**src/rtl/irq_vec_pkg.sv**
```systemverilog
package irq_vec_pkg;
  // Default sizes for the interrupt entry controller.
  parameter int PC_W       = 11;  // 2048-word program space
  parameter int NSRC       = 4;   // interrupt sources
  parameter int STK_DEPTH  = 4;   // return stack levels
  parameter int VEC_STRIDE = 4;   // words between consecutive vectors

  // Entry vector of source idx: the first vector sits one stride above zero.
  function automatic int vec_word(input int idx);
    return (idx + 1) * VEC_STRIDE;
  endfunction
endpackage

```
**src/rtl/irq_prio_sel.sv**
```systemverilog
module irq_prio_sel #(
  parameter int N = 4,
  localparam int IW = (N > 1) ? $clog2(N) : 1
) (
  input  logic [N-1:0]  cand_i,
  output logic [N-1:0]  grant_o,
  output logic [IW-1:0] idx_o,
  output logic          any_o
);
  // seen[k] is set when any candidate below index k is present
  logic [N:0] seen;
  assign seen[0] = 1'b0;

  for (genvar k = 0; k < N; k++) begin : g_chain
    assign grant_o[k]  = cand_i[k] & ~seen[k];
    assign seen[k+1]   = seen[k] | cand_i[k];
  end

  assign any_o = seen[N];

  always_comb begin
    idx_o = '0;
    for (int k = N - 1; k >= 0; k--) begin
      if (cand_i[k]) idx_o = IW'(k);
    end
  end
endmodule

```
**src/rtl/irq_ret_stack.sv**
```systemverilog
module irq_ret_stack #(
  parameter int DEPTH = 4,
  parameter int W     = 11,
  localparam int AW = (DEPTH > 1) ? $clog2(DEPTH) : 1,
  localparam int LW = $clog2(DEPTH + 1)
) (
  input  logic         clk,
  input  logic         rst,
  input  logic         push_i,
  input  logic         pop_i,
  input  logic [W-1:0] din_i,
  output logic [W-1:0] dout_o,
  output logic         full_o
);
  logic [W-1:0]  mem [DEPTH];
  logic [AW-1:0] ptr_q;
  logic [LW-1:0] lvl_q;
  logic [AW-1:0] ptr_inc, ptr_dec;
  logic          do_push;

  // A pop wins over a push in the same cycle.
  assign do_push = push_i & ~pop_i;
  assign ptr_inc = (ptr_q == AW'(DEPTH - 1)) ? '0 : ptr_q + 1'b1;
  assign ptr_dec = (ptr_q == '0) ? AW'(DEPTH - 1) : ptr_q - 1'b1;
  assign full_o  = (lvl_q == LW'(DEPTH));

  // Storage: single write port, registered read, no reset.
  always_ff @(posedge clk) begin
    if (do_push) mem[ptr_q] <= din_i;
  end

  always_ff @(posedge clk) begin
    if (rst) begin
      dout_o <= '0;
    end else if (pop_i) begin
      dout_o <= mem[ptr_dec];
    end
  end

  always_ff @(posedge clk) begin
    if (rst) begin
      ptr_q <= '0;
      lvl_q <= '0;
    end else if (pop_i) begin
      ptr_q <= ptr_dec;
      if (lvl_q != '0) lvl_q <= lvl_q - 1'b1;
    end else if (do_push) begin
      ptr_q <= ptr_inc;
      if (!full_o) lvl_q <= lvl_q + 1'b1;
    end
  end
endmodule

```
**src/rtl/irq_vector_ctl.sv**
```systemverilog
module irq_vector_ctl
  import irq_vec_pkg::*;
#(
  parameter int PC_W      = irq_vec_pkg::PC_W,
  parameter int NSRC      = irq_vec_pkg::NSRC,
  parameter int STK_DEPTH = irq_vec_pkg::STK_DEPTH,
  localparam int IW = (NSRC > 1) ? $clog2(NSRC) : 1
) (
  input  logic            clk,
  input  logic            rst,
  input  logic [NSRC-1:0] req_i,
  input  logic [NSRC-1:0] en_i,
  input  logic            gie_i,
  input  logic            call_i,
  input  logic            ret_i,
  input  logic [PC_W-1:0] pc_i,
  output logic            vec_valid_o,
  output logic [PC_W-1:0] vec_addr_o,
  output logic [NSRC-1:0] ack_o,
  output logic            ret_valid_o,
  output logic [PC_W-1:0] ret_addr_o
);
  logic [NSRC-1:0] cand, grant;
  logic [IW-1:0]   win_idx;
  logic            any_cand;
  logic            stk_full;
  logic            take;
  logic [PC_W-1:0] win_vec;

  assign cand = req_i & en_i & {NSRC{gie_i}};

  irq_prio_sel #(.N(NSRC)) u_sel (
    .cand_i  (cand),
    .grant_o (grant),
    .idx_o   (win_idx),
    .any_o   (any_cand)
  );

  // Accept only between instructions, with room on the stack, and not
  // while the previous acknowledge is still clearing its flag.
  assign take    = any_cand & ~stk_full & ~call_i & ~ret_i & ~(|ack_o);
  assign win_vec = PC_W'(vec_word(int'(win_idx)));

  irq_ret_stack #(.DEPTH(STK_DEPTH), .W(PC_W)) u_stk (
    .clk    (clk),
    .rst    (rst),
    .push_i (call_i | take),
    .pop_i  (ret_i),
    .din_i  (pc_i),
    .dout_o (ret_addr_o),
    .full_o (stk_full)
  );

  always_ff @(posedge clk) begin
    if (rst) begin
      vec_valid_o <= 1'b1;
      vec_addr_o  <= '0;
      ack_o       <= '0;
      ret_valid_o <= 1'b0;
    end else begin
      vec_valid_o <= take;
      vec_addr_o  <= take ? win_vec : '0;
      ack_o       <= take ? grant : '0;
      ret_valid_o <= ret_i;
    end
  end
endmodule

```
**config.mk**
```make
export PLATFORM = sky130hd
export DESIGN_NAME = irq_vector_ctl
export DESIGN_NICKNAME = d
export VERILOG_FILES = /design/src/rtl/irq_vec_pkg.sv /design/src/rtl/irq_prio_sel.sv /design/src/rtl/irq_ret_stack.sv /design/src/rtl/irq_vector_ctl.sv
export SDC_FILE = /design/constraint.sdc
export NUM_CORES = 1
export LEC_CHECK = 0
export BUFFER_PORTS_ARGS = -buffer_cell sky130_fd_sc_hd__buf_2
export CAP_MARGIN = 15
export CORE_MARGIN = 2
export CORE_UTILIZATION = 49
export DETAILED_ROUTE_END_ITERATION = 10
export GPL_TIMING_DRIVEN = 0
export PLACE_DENSITY_LB_ADDON = 0.2
export SETUP_SLACK_MARGIN = 0.02
export SKIP_LAST_GASP = 1
export SLEW_MARGIN = 20
export SYNTH_ARGS = -nofsm -noshare
export SYNTH_HDL_FRONTEND = slang
export SYNTH_HIERARCHICAL = 1
export SYNTH_SLANG_ARGS = --single-unit
```
**constraint.sdc**
```tcl
create_clock -name clk -period 6.57 [get_ports clk]
set_input_delay 0.9855 -clock clk [delete_from_list [all_inputs] [get_ports clk]]
set_output_delay 0.9855 -clock clk [all_outputs]
set_load 0.02 [all_outputs]
```
==> summary.txt <==
Outcome
  – Run status: completed

Logic synthesis
  – Synth area leaders: sky130_fd_sc_hd__edfxtp_1, sky130_fd_sc_hd__dfxtp_1, sky130_fd_sc_hd__mux4_2, sky130_fd_sc_hd__mux2i_1, sky130_fd_sc_hd__buf_4
  – Most common library cells after synthesis: sky130_fd_sc_hd__edfxtp_1, sky130_fd_sc_hd__dfxtp_1, sky130_fd_sc_hd__nor2_1, sky130_fd_sc_hd__inv_1
  – Cell area after technology mapping: 2920 um^2
  – Synth Area in Simple Gates: 11.7%
  – Xor/xnor share of the synthesized area: 0%
  – Multiplexer share of the synthesized area: 12.3%
  – Fraction of the mapped netlist area in adder cells: 2.83%
  – Post-synth top area cell: sky130_fd_sc_hd__edfxtp_1
  – Main synth FF type: sky130_fd_sc_hd__edfxtp_1
  – Largest family of logic cells by synthesized area: multiplexers
  – Mapped Cells: 196
  – Yosys synthesis warning count: 6
  – FF+latch count, synth: 69
  – Most instantiated library cell after synthesis: sky130_fd_sc_hd__edfxtp_1
  – Compound-Gate Fraction of Synth Area: 3.82%
  – Number of enable flip-flop cells after synthesis: 44
  – Synth top area share: 45.3%
  – Async set-reset flop share out of synthesis: 0%
  – Mean area per synthesized cell: 14.9 um^2
  – Netlist cell types: 45
  – Seq/Total Area, Yosys: 62.4%

Worst hold path
  – Kind of path behind the tightest hold check: flip-flop to flip-flop
  – Hold Path Depth: 2
  – Start point of the worst min-delay path: u_stk/dout_o[4]
  – Hold Path Sink: u_stk/dout_o[4]

Worst setup path
  – Worst EP required: 6540 ps
  – Crit-path max cell delay: 540 ps
  – Register-to-register setup slack: 3540 ps
  – Worst path slowest cell: sky130_fd_sc_hd__and2_1
  – Startpoint Class: primary input
  – Dominant cell type by count on the critical path: sky130_fd_sc_hd__buf_2
  – Data arrival time of the critical path: 3380 ps
  – Worst reg2reg endpoint: u_stk/mem[2][0]
  – Type of element capturing the critical path: flip-flop
  – Cell depth of the worst flop-to-flop path: 7
  – Biggest fanout along the worst timing path: 11
  – Sequence of cells on the critical path: buf_2 > and3_1 > nor2_1 > nand2_1 > or4b_1 > buf_2 > o21bai_1 > and2b_1 > and2_1
  – Startpoint of the most critical register-to-register path: u_stk/lvl_q[0]
  – Critical path start-end classification: primary input to flip-flop

Route
  – Length of the first detailed-routing pass in iterations: 4
  – Via count normalized by instance count: 5.05
  – Sum of routed wire length over all layers: 4.81 mm
  – Post-detailed-route DRC marker count: 0
  – Routed length per instance: 14.3 um
  – ANT nets after route: 0
  – DRT iter0 DRCs: 98
  – Via Count: 1697

Power
  – Clock network power share: 37.3%
  – Sw Share: 24.8%
  – Worst IR Drop VDD: 157 uV
  – Share of total power in sequential cells: 49.1%
  – Design internal power: 0.000762 W
  – Pwr/cell area: 292 nW/um^2
  – Fraction of power consumed by combinational cells: 13.6%
  – Static leakage power: 1.40 nW
  – Total net switching power: 0.000251 W

Timing
  – Final Skew: 7.26 ps
  – Number of failing hold endpoints at the final stage: 0
  – Crit path setup slack, layout: 3160 ps
  – Actual slew at the worst max-slew pin: 624 ps
  – Maximum operating frequency: 293 MHz
  – Setup repair after global routing missed its margin: no
  – Setup TNS after final layout: 0 ps
  – Count of final max-slew check failures: 0
  – Worst-case headroom to the max-slew limit: 58.4%
  – Final-report setup violation count: 0
  – Share of the clock period used by the worst path: 51.9%
  – Final Critical Period: 3410 ps

Floorplanning
  – Die area: 6590 um^2
  – Die H: 81.2 um
  – Number of cell rows: 28
  – Horiz. Die Dim: 81.2 um
  – Area inside the core boundary: 5850 um^2
  – Initial cell density of the core: 49.9%
  – Top-level port count: 52

Finish
  – Final antenna diode count: 0
  – Area Growth Syn to Fin: 19.0%
  – Fillers: 489
  – Proportion of layout cells with a drive suffix above 1: 34.9%
  – Number of nets at the end of the flow: 286
  – Multi-input logic area: 923 um^2
  – Total area of sequential cells: 1820 um^2

Global routing
  – Vias in the first global route: 1579
  – Total gr overflow: 0
  – Total Routing Usage GR: 15.9%
  – Initial antenna violation count: 0
  – Global-route wire length before repair: 7.50 mm
  – Pin count of the biggest net entering global routing: 14

Clock network
  – Deepest clock path buffer count: 2
  – Number of buffers created by CTS: 9
  – Post-CTS Setup Bufs: 0
  – CTS clock-pin slew for the worst setup and hold paths: 80 ps
  – Number of H-tree branching levels: 3
  – TritonCTS clock tree: built
  – Clock latency of the later-clocked register in the worst-skew pair: 340 ps
  – Post_cts resized: 0
  – Master cell of the clock root buffer: sky130_fd_sc_hd__clkbuf_8
  – Post-cts hold buffer count: 0
  – Sink Count: 69

Flow run
  – Number of max-cap violations: 0

Placement
  – Final weighted congestion in routability-driven placement: 0.744
  – Placed wire-length estimate: 3.31 mm
  – Number of input and output port buffers inserted: 42
  – Pre-CTS WS: 2800 ps
-- power groups by stage --
stage	sequential [W]	clock [W]	combinational [W]
after floorplan	0.000515	0	0.0000923
final	0.000497	0.000378	0.000138
after CTS	0.000498	0.000389	0.000140
after global routing	0.000500	0.000408	0.000152
after detailed placement	0.000507	0	0.000139
after global placement	0.000507	0	0.000137
-- worst max path at each step --
stage / from / endpoint / slack, ps / cells past startpoint
after detailed placement: gie_i / u_stk/mem[3][0] / 2800 / 9
after floorplan: req_i[0] / u_stk/mem[3][0] / 3410 / 8
final: gie_i / u_stk/mem[2][0] / 3160 / 9
after global routing: gie_i / u_stk/mem[1][3] / 2970 / 9
after CTS: gie_i / u_stk/mem[3][0] / 3160 / 9
after global placement: gie_i / u_stk/mem[1][6] / 2860 / 9
-- placed cells by master (no fill, tap or decap), drive strengths merged, types with 2 or more instances in the layout --
cell type,count
inv,15
mux2i,11
nand2,5
and3,5
conb,8
clkbuf,11
a21oi,2
clkinv,3
mux4,10
or4,2
o41ai,2
and2,5
o21bai,2
nand2b,2
bufinv,2
nor2,15
dfxtp,25
nor4,8
buf,59
ha,5
edfxtp,44
nor3,3
-- worst max-delay path, delay by kind of cell --
family,cells,cell delay (ps)
compound gates,1,400
buf+inv,2,310
simple gates,6,1670
-- flip-flops by register name, indices dropped and copies added, names as in the netlist --
register and cells:
u_stk/ptr_q 2, ret_valid_o 1, u_stk/dout_o 11, vec_addr_o 3, u_stk/mem 44, ack_o 4
vec_valid_o 1, u_stk/lvl_q 3
-- routing by layer --
layer,track usage (%),vias to the layer above,part of all wire [%]
li1,-,835,-
met1,19.7,799,44
met2,26.3,53,49
met3,3.33,10,5.2
met4,8.14,0,2.0
met5,0,-,0
-- through the flow --
step / hold WS (ps) / cell area [um^2] / util [%] / instances / total power (W)
final: 493 / 3470 / 59.3 / 336 / 0.00101
after floorplan: 472 / 2940 / - / 203 / 0.000607
after detailed placement: 479 / 3250 / 55.5 / 320 / 0.000646
after global placement: 470 / 3250 / 55.5 / 320 / 0.000643
after CTS: 499 / 3470 / 59.3 / 336 / 0.00103
after global routing: 516 / 3470 / 59.3 / 336 / 0.00106
-- cells by family (layout without fill, tap and decap cells) --
logic type	after synthesis	after routing
AO/OA/AOI/OAI	14	14
adder cells (fa/ha/maj)	6	6
buffers and inverters	33	91
flip-flops	69	69
multiplexers	22	22
other	1	8
AND/OR/NAND/NOR	51	51
-- layout make-up --
class,instances,share of cell area [%]
well taps,75,2.70
repair buffers,42,6.06
flip-flops and latches,69,52.5
plain buffers,19,4.22
inverters,14,1.51
clock inverters,7,2.85
multi-input cells,101,26.6
clock buffers,9,3.57
(Power assumes the default switching activity.)
